$ cat src/rtl/pfd_pkg.sv
`timescale 1ns/1ps
package pfd_pkg;

    // mode_sel[0] is the "high" select bit, mode_sel[1] the "low" select bit
    typedef enum logic [1:0] {
        MODE_TRACK     = 2'b00,
        MODE_PUMP_HIGH = 2'b01,
        MODE_PUMP_LOW  = 2'b10,
        MODE_FLOAT     = 2'b11
    } pump_mode_t;

    typedef enum logic [1:0] {
        DET_IDLE = 2'b00,
        DET_UP   = 2'b01,
        DET_DN   = 2'b10
    } det_state_t;

    typedef enum logic {
        LK_SEEK = 1'b0,
        LK_HELD = 1'b1
    } lock_state_t;

endpackage

$ cat src/rtl/pfd_ref_divider.sv
`timescale 1ns/1ps
// Free-running divider: one-cycle reference event every REF_DIV clocks.
module pfd_ref_divider #(
    parameter int REF_DIV = 76
) (
    input  logic clk,
    input  logic rst_n,
    output logic ref_tick
);
    localparam int CW = (REF_DIV > 1) ? $clog2(REF_DIV) : 1;
    localparam logic [CW-1:0] LAST = CW'(REF_DIV - 1);

    logic [CW-1:0] cnt_q;

    always_ff @(posedge clk or negedge rst_n) begin
        if (!rst_n) begin
            cnt_q <= '0;
        end else if (cnt_q == LAST) begin
            cnt_q <= '0;
        end else begin
            cnt_q <= cnt_q + 1'b1;
        end
    end

    assign ref_tick = (cnt_q == LAST);

endmodule

$ cat src/rtl/pfd_fb_edge.sv
`timescale 1ns/1ps
// Resynchronizes the feedback input and marks each rising edge for one cycle.
module pfd_fb_edge #(
    parameter int STAGES = 2
) (
    input  logic clk,
    input  logic rst_n,
    input  logic fb_in,
    output logic fb_tick
);
    logic [STAGES:0] shr_q;

    always_ff @(posedge clk or negedge rst_n) begin
        if (!rst_n) begin
            shr_q <= '0;
        end else begin
            shr_q <= {shr_q[STAGES-1:0], fb_in};
        end
    end

    // newest settled sample high, one older sample low
    assign fb_tick = shr_q[STAGES-1] & ~shr_q[STAGES];

endmodule

$ cat src/rtl/pfd_detect_fsm.sv
`timescale 1ns/1ps
// Three-state phase-frequency detector; DET_IDLE is the dead state.
module pfd_detect_fsm
    import pfd_pkg::*;
(
    input  logic clk,
    input  logic rst_n,
    input  logic ref_tick,
    input  logic fb_tick,
    input  logic hold,
    output logic up_req,
    output logic dn_req
);
    det_state_t state_q, state_d;

    always_ff @(posedge clk or negedge rst_n) begin
        if (!rst_n) begin
            state_q <= DET_IDLE;
        end else begin
            state_q <= state_d;
        end
    end

    always_comb begin
        state_d = state_q;
        if (hold) begin
            state_d = DET_IDLE;
        end else begin
            unique case (state_q)
                DET_IDLE: begin
                    if (ref_tick && !fb_tick) begin
                        state_d = DET_UP;
                    end else if (fb_tick && !ref_tick) begin
                        state_d = DET_DN;
                    end
                end
                DET_UP: begin
                    if (fb_tick) begin
                        state_d = DET_IDLE;
                    end
                end
                DET_DN: begin
                    if (ref_tick) begin
                        state_d = DET_IDLE;
                    end
                end
                default: state_d = DET_IDLE;
            endcase
        end
    end

    always_comb begin
        up_req = (state_q == DET_UP);
        dn_req = (state_q == DET_DN);
    end

endmodule

$ cat src/rtl/pfd_lock_monitor.sv
`timescale 1ns/1ps
// Judges each reference period by the longest pump request run inside it.
module pfd_lock_monitor
    import pfd_pkg::*;
#(
    parameter int PULSE_LIMIT  = 4,
    parameter int LOCK_PERIODS = 16
) (
    input  logic clk,
    input  logic rst_n,
    input  logic ref_tick,
    input  logic up_req,
    input  logic dn_req,
    input  logic hold,
    output logic lock_ok
);
    localparam int WW = $clog2(PULSE_LIMIT + 1);
    localparam int GW = $clog2(LOCK_PERIODS + 1);
    localparam logic [WW-1:0] RUN_SAT  = WW'(PULSE_LIMIT);
    localparam logic [WW-1:0] RUN_LAST = WW'(PULSE_LIMIT - 1);
    localparam logic [GW-1:0] GOOD_MAX = GW'(LOCK_PERIODS);

    lock_state_t   lk_q, lk_d;
    logic [WW-1:0] run_q;
    logic          viol_q;
    logic [GW-1:0] good_q, good_d, good_inc;
    logic          active, long_now, period_bad;

    assign active     = up_req | dn_req;
    assign long_now   = active && (run_q >= RUN_LAST);
    assign period_bad = viol_q | long_now;
    assign good_inc   = (good_q == GOOD_MAX) ? good_q : good_q + 1'b1;

    // state register
    always_ff @(posedge clk or negedge rst_n) begin
        if (!rst_n) begin
            lk_q <= LK_SEEK;
        end else if (hold) begin
            lk_q <= LK_SEEK;
        end else if (ref_tick) begin
            lk_q <= lk_d;
        end
    end

    // run length, violation flag and good-period count
    always_ff @(posedge clk or negedge rst_n) begin
        if (!rst_n) begin
            run_q  <= '0;
            viol_q <= 1'b0;
            good_q <= '0;
        end else if (hold) begin
            run_q  <= '0;
            viol_q <= 1'b0;
            good_q <= '0;
        end else begin
            if (!active) begin
                run_q <= '0;
            end else if (run_q != RUN_SAT) begin
                run_q <= run_q + 1'b1;
            end
            if (ref_tick) begin
                viol_q <= 1'b0;
                good_q <= good_d;
            end else begin
                viol_q <= period_bad;
            end
        end
    end

    always_comb begin
        lk_d   = lk_q;
        good_d = good_q;
        unique case (lk_q)
            LK_SEEK: begin
                if (period_bad) begin
                    good_d = '0;
                end else begin
                    good_d = good_inc;
                    if (good_inc >= GOOD_MAX) begin
                        lk_d = LK_HELD;
                    end
                end
            end
            LK_HELD: begin
                if (period_bad) begin
                    good_d = '0;
                    lk_d   = LK_SEEK;
                end else begin
                    good_d = good_inc;
                end
            end
        endcase
    end

    always_comb begin
        lock_ok = (lk_q == LK_HELD);
    end

endmodule

$ cat src/rtl/pump_phase_comparator.sv
`timescale 1ns/1ps
module pump_phase_comparator
    import pfd_pkg::*;
#(
    parameter int REF_DIV      = 76,
    parameter int SYNC_STAGES  = 2,
    parameter int PULSE_LIMIT  = 4,
    parameter int LOCK_PERIODS = 16
) (
    input  logic       clk,
    input  logic       rst_n,
    input  logic       fb_in,
    input  logic [1:0] mode_sel,
    output logic       pump_up,
    output logic       pump_dn,
    output logic       pump_drive_en,
    output logic       lock_ok
);
    pump_mode_t mode;
    logic       ref_tick;
    logic       fb_tick;
    logic       hold;
    logic       up_req;
    logic       dn_req;

    assign mode = pump_mode_t'(mode_sel);
    assign hold = (mode != MODE_TRACK);

    pfd_ref_divider #(.REF_DIV(REF_DIV)) u_ref (
        .clk      (clk),
        .rst_n    (rst_n),
        .ref_tick (ref_tick)
    );

    pfd_fb_edge #(.STAGES(SYNC_STAGES)) u_fb (
        .clk     (clk),
        .rst_n   (rst_n),
        .fb_in   (fb_in),
        .fb_tick (fb_tick)
    );

    pfd_detect_fsm u_det (
        .clk      (clk),
        .rst_n    (rst_n),
        .ref_tick (ref_tick),
        .fb_tick  (fb_tick),
        .hold     (hold),
        .up_req   (up_req),
        .dn_req   (dn_req)
    );

    pfd_lock_monitor #(
        .PULSE_LIMIT  (PULSE_LIMIT),
        .LOCK_PERIODS (LOCK_PERIODS)
    ) u_lock (
        .clk      (clk),
        .rst_n    (rst_n),
        .ref_tick (ref_tick),
        .up_req   (up_req),
        .dn_req   (dn_req),
        .hold     (hold),
        .lock_ok  (lock_ok)
    );

    // output process: mode override in front of the pump
    always_comb begin
        pump_up       = 1'b0;
        pump_dn       = 1'b0;
        pump_drive_en = 1'b1;
        unique case (mode)
            MODE_TRACK: begin
                pump_up = up_req;
                pump_dn = dn_req;
            end
            MODE_PUMP_HIGH: begin
                pump_up = 1'b1;
            end
            MODE_PUMP_LOW: begin
                pump_dn = 1'b1;
            end
            MODE_FLOAT: begin
                pump_drive_en = 1'b0;
            end
        endcase
    end

endmodule

$ cat config.mk
export PLATFORM = sky130hd
export DESIGN_NAME = pump_phase_comparator
export DESIGN_NICKNAME = d
export VERILOG_FILES = /design/src/rtl/pfd_pkg.sv /design/src/rtl/pfd_ref_divider.sv /design/src/rtl/pfd_fb_edge.sv /design/src/rtl/pfd_detect_fsm.sv /design/src/rtl/pfd_lock_monitor.sv /design/src/rtl/pump_phase_comparator.sv
export SDC_FILE = /design/constraint.sdc
export NUM_CORES = 1
export LEC_CHECK = 0
export ABC_CLOCK_PERIOD_IN_PS = 2300
export BUFFER_PORTS_ARGS = -buffer_cell sky130_fd_sc_hd__buf_2
export CAP_MARGIN = 20
export CORE_ASPECT_RATIO = 1.4
export CORE_MARGIN = 8
export CORE_UTILIZATION = 55
export CTS_CLUSTER_SIZE = 10
export DETAILED_ROUTE_END_ITERATION = 16
export GPL_TIMING_DRIVEN = 0
export PLACE_DENSITY = 0.74
export SLEW_MARGIN = 25
export SYNTH_ARGS = -nofsm -noshare
export SYNTH_HDL_FRONTEND = slang
export SYNTH_HIERARCHICAL = 1
export SYNTH_SLANG_ARGS = --single-unit
$ cat constraint.sdc
create_clock -name clk -period 2.3 [get_ports clk]
set_input_delay 0.46 -clock clk [delete_from_list [all_inputs] [get_ports clk]]
set_output_delay 0.46 -clock clk [all_outputs]
set_load 0.005 [all_outputs]
# == Word level (Yosys, flattened, before mapping) ==
# Cells that the tools add are included.
# word_totals
out_inout_bits,4
memories,0
latch_bits,0
word_cells,64
romBits,0
in_bits,5
ramBits,0
register_bits,22
# classes
bitwise,5
muxes,25
n_div,0
add_sub_neg,3
reduce_logical,10
shifts,0
n_eq_ne,12
n_lt_le_gt_ge,2
multipliers,0
# op_table
operator,count
5-bit 2-to-1 mux,4
2-bit 2-to-1 mux,5
3-bit 2-to-1 mux,3
3-bit inequality test (second input constant),3
1-bit 2-to-1 mux,8
7-bit by 1-bit adder with 7-bit output (second input constant),1
7-bit equality test (second input constant),1
7-bit 2-to-1 mux,1
2-bit equality test (second input constant),3
1-bit case mux with 2 select lines,3
2-bit case mux with 3 select lines,1
5-bit by 1-bit adder with 5-bit output (second input constant),1
5-bit equality test (second input constant),1
5-bit >= comparator (second input constant),1
2-bit by 1-bit equality test with 1-bit output (second input constant),2
2-bit zero test,2
4-bit by 2-bit inequality test with 1-bit output (second input constant),1
2-bit nonzero test,2
3-bit by 1-bit adder with 3-bit output (second input constant),1
3-bit by 2-bit >= comparator with 1-bit output (second input constant),1
1-bit logical AND,3
3-bit by 2-bit inequality test with 1-bit output (second input constant),1
3-bit AND reduction,1
1-bit zero test,2
3 further kinds,5

# == Longest topological paths before layout ==
# logic_depth
ltp_word,8
depth_mapped,7
mapped_depth_nobuf,6

# == Hierarchy ==
# The synthesis kept the hierarchy.
# modules_own_cells
mod,n_inst,cells_per_inst,area_per_inst_um2,seq_area_each_um2
pfd_lock_monitor,1,67,679.4,250.2
pfd_ref_divider,1,29,336.6,175.2
pfd_fb_edge,1,4,88.8,75.1
pfd_detect_fsm,1,8,87.6,50.0
pump_phase_comparator,1,4,30.0,0.0

# == Worst setup path after synthesis ==
# Ideal clock, no wire load.
# synth_timing
path_kind,reg-to-reg
startpoint,register u_ref.cnt_q[0]
endpoint,"register u_lock.lk_q, in the netlist u_lock/lock_ok"
synth_period_minus_slack_ns,1.755
n_path_buf,1
required_ns,2.206
stages_incl_launch_ff,8
setup_ns,0.094
arrival_ns,1.661
setup_slack_ns,0.545
path_cell_list,dfrtp_1 ha_1 nand3_2 nor4_4 buf_2 and2_1 mux2i_1 a221oi_2
# synth_between
elab_chain_cells,2
# synth_rtl
item,line_no,text
start: declaration,pfd_ref_divider.sv:13,logic [CW-1:0] cnt_q;
start signal: assignment,pfd_ref_divider.sv:21,cnt_q <= cnt_q + 1'b1;
7-bit equality test,pfd_ref_divider.sv:25,assign ref_tick = (cnt_q == LAST);
net ref_tick,pump_phase_comparator.sv:20,logic ref_tick;
2-bit nonzero test (no line),-,
end signal: assignment,pfd_lock_monitor.sv:41,lk_q <= lk_d;
end: declaration,pfd_lock_monitor.sv:23,"lock_state_t lk_q, lk_d;"
# The timed path passes the listed nets, and every way through them passes these cells.
# A chain may end at the register's enable or synchronous reset.

# == Final worst setup path ==
# Ends and elaborated chain as after synthesis.

==> run summary <==
Filler Cells Inserted: 177
asr flop ratio synth: 100.0%
synth warn: 6
startpoint types: register
H-tree levels: 1
via count: 897
# resized after CTS: 0
Switch Pwr: 145.3 uW
Worst-Margin Slew: 516.9 ps
worst slack at placement: 201.3 ps
Final Cycle Share: 91.04%
height of the die: 71.78 um
Critical Path AT: 2320 ps
internal power: 583.1 uW
total nets after synthesis: 123
drt first-iter violations: 31
clock buffer depth: 2
Slew Limit Fails: 0
Layout Nets: 136
outcome: finished, final reports clean
initial antenna violation count: 0
n_diodes: 0
Design Power: 728.3 uW
# DRC: 0
Setup TNS: 0 ps
TritonCTS clock tree: built
CP required: 2520 ps
Mapped Avg Cell Area: 10.91 um2
Synth Area in XOR/XNOR: 3.582%
Leakage: 0.5838 nW
drt first pass iters: 6
endpoints failing hold: 0
PwrDens: 542.5 mW/mm2
largest net degree at the start of global routing: 23
Post-Synthesis Cell Area: 0.001222 mm2
max-cap violations: 0
via/cell ratio: 6.144
setup bufs post-CTS: 0
CP max FO: 10
Layout Utilization: 62.38%
total core area: 0.002152 mm2
endpoint type of the worst setup path: register
part of the power in registers: 54.3%
cts hold-fix bufs: 0
Worst VDD drop: 492.7 uV
number of global-route vias before repair: 870
synthesized-area fraction occupied by and/or/nand/nor cells: 24.05%
min-delay worst type: in2async
slew margin rel.: 65.28%
switching share of power: 19.94%
register area share after synthesis: 45.04%
Clock Tree Root: clkbuf_4
Clk Latency, worst-skew pair: 310 ps
routed len/inst: 15.82 um
Logic pwr share: 5.5%
DP HPWL: 1664 um
Die W: 55.85 um
fraction of layout cells with a size suffix above 1: 21.77%
fin crit period: 2094 ps
top-level port count: 9
Post-Synthesis Cells: 112
routability congestion estimate: 0.8777
Post-DRT Antenna Nets: 0
largest family of logic cells by synthesized area: simple AND/OR/NAND/NOR gates
Initial Util: 56.80%
clock-pin slew on the worst setup and hold paths: 120 ps
first-pass GRT wire length: 4002 um
Clock Power Share: 40.1%
area grow syn2layout: 9.826%
Post-synth EDFFs: 0
overall routing resource usage: 12.23%
grt ovf: 0
Rows: 20
Synth cell types: 39
worst setup margin: 206.0 ps
maximum clock rate: 0.4776 GHz
unrepaired setup endpoints after global routing: no
mux share of post-synthesis cell area: 1.638%
WS Path Type: reg2reg
#FFs+latches synth: 22
clock skew: 4.731 ps
Compound-Gate Fraction of Synth Area: 16.27%
Main synth FF type: dfrtp_1
endpoints failing setup: 0
clock buffer count from CTS: 3
port bufs: 8
clock sink total: 22
adder-cell area share of the yosys netlist: 6.141%
Post-Route WL: 2310 um
die area: 0.004009 mm2
==> flip-flops by register name (all words and copies together), names as in the netlist <==
signal,count
u_det/state_q,2
u_fb/shr_q,3
u_lock/good_q,5
u_lock/lock_ok,1
u_lock/run_q,3
u_lock/viol_q,1
u_ref/cnt_q,7
==> synth_stat cells (2+ instances only) <==
cell | number | area [um2]
dfrtp_1 | 22 | 550.5
nor2_1 | 8 | 30.03
inv_1 | 7 | 26.28
nand3_1 | 7 | 35.03
ha_1 | 6 | 75.07
xnor2_1 | 4 | 35.03
a221oi_2 | 3 | 45.04
and3_1 | 3 | 18.77
nand2_1 | 3 | 11.26
nor2b_1 | 3 | 18.77
nor3_1 | 3 | 15.01
o2111ai_1 | 3 | 26.28
o21ai_1 | 3 | 15.01
a211oi_1 | 2 | 15.01
a21oi_1 | 2 | 10.01
a31oi_1 | 2 | 12.51
and2_1 | 2 | 12.51
and2b_2 | 2 | 17.52
buf_2 | 2 | 10.01
mux2i_1 | 2 | 20.02
nand4_1 | 2 | 12.51
nand4bb_1 | 2 | 22.52
nor4_1 | 2 | 12.51
o21ai_0 | 2 | 10.01
==> logic make-up (layout without fill, tap and decap cells) <==
| family | Yosys count | count (layout) |
|---|---|---|
| buf+inv | 10 | 22 |
| fa+ha+maj | 6 | 6 |
| flops | 22 | 22 |
| xor+xnor | 5 | 5 |
| mux | 2 | 2 |
| compound gates | 22 | 22 |
| simple gates | 45 | 45 |
==> worst max-delay path, stage by stage, from the launching register on <==
cell and delay (ps):
dfrtp_1 410, ha_1 280, nand3_2 140, nor4_4 410, buf_2 330, and2_1 160, mux2i_1 70, a221oi_2 210
==> area by class of cell <==
| cell class | instances | area (um2) | share of cell area, % |
|---|---|---|---|
| Timing Repair Buffer | 8 | 40.04 | 2.982 |
| Buffer | 3 | 13.76 | 1.025 |
| Tap cell | 22 | 27.53 | 2.050 |
| Sequential cell | 22 | 550.5 | 41.01 |
| Multi-Input combinational cell | 80 | 631.9 | 47.06 |
| Clock inverter | 1 | 30.03 | 2.237 |
| Clock buffer | 3 | 22.52 | 1.678 |
| Inverter | 7 | 26.28 | 1.957 |
==> placed cells by master (no fill, tap or decap), types with 2 or more instances in the layout <==
cell       instances
nand3_1            7
clkbuf_4           3
a221oi_2           3
a31oi_1            2
and2b_2            2
nor2_1             8
nor4_1             2
dfrtp_1           22
nor2b_1            3
and3_1             3
mux2i_1            2
nand4_1            2
o21ai_0            2
and2_1             2
a211oi_1           2
inv_1              7
o21ai_1            3
buf_2             10
o2111ai_1          3
nand4bb_1          2
ha_1               6
a21oi_1            2
nand2_1            3
nor3_1             3
xnor2_1            4
==> power groups by stage <==
stage	registers [mW]	logic (mW)	clock network (mW)
after global routing	0.397	0.0455	0.319
after global placement	0.403	0.0398	0
after floorplan	0.402	0.0217	0
after CTS	0.396	0.0415	0.304
final	0.396	0.0402	0.292
after detailed placement	0.403	0.0414	0
==> through the flow <==
stage                     cells  hold slack (ps)  area, um2
after detailed placement    142            336.4       1290
after global routing        146            105.5       1343
after floorplan             112            164.4       1222
after CTS                   146            99.02       1343
final                       146            94.86       1343
after global placement      142            333.7       1290
==> worst paths after layout <==
kind                                 from                to  slack, ps  cells past startpoint
max                        u_ref/cnt_q[0]    u_lock/lock_ok        210                      7
min                                 rst_n    u_ref/cnt_q[3]         90                      1
max reg2reg                u_ref/cnt_q[0]    u_lock/lock_ok        210                      7
min reg2reg                 u_fb/shr_q[0]     u_fb/shr_q[1]        360                      0
max in group asynchronous           rst_n  u_lock/good_q[3]       1880                      1
min in group clk                    fb_in     u_fb/shr_q[0]        250                      1
==> per-layer routing <==
| metal | up-vias | global-route usage, % | part of all wire [%] |
|---|---|---|---|
| met1 | 431 | 13.24 | 41 |
| met4 | 0 | 8.579 | 2.9 |
| li1 | 435 | - | - |
| met5 | - | 0 | 0 |
| met3 | 8 | 2.473 | 3.8 |
| met2 | 23 | 20.75 | 53 |
Power figures use the tool's default switching activity.
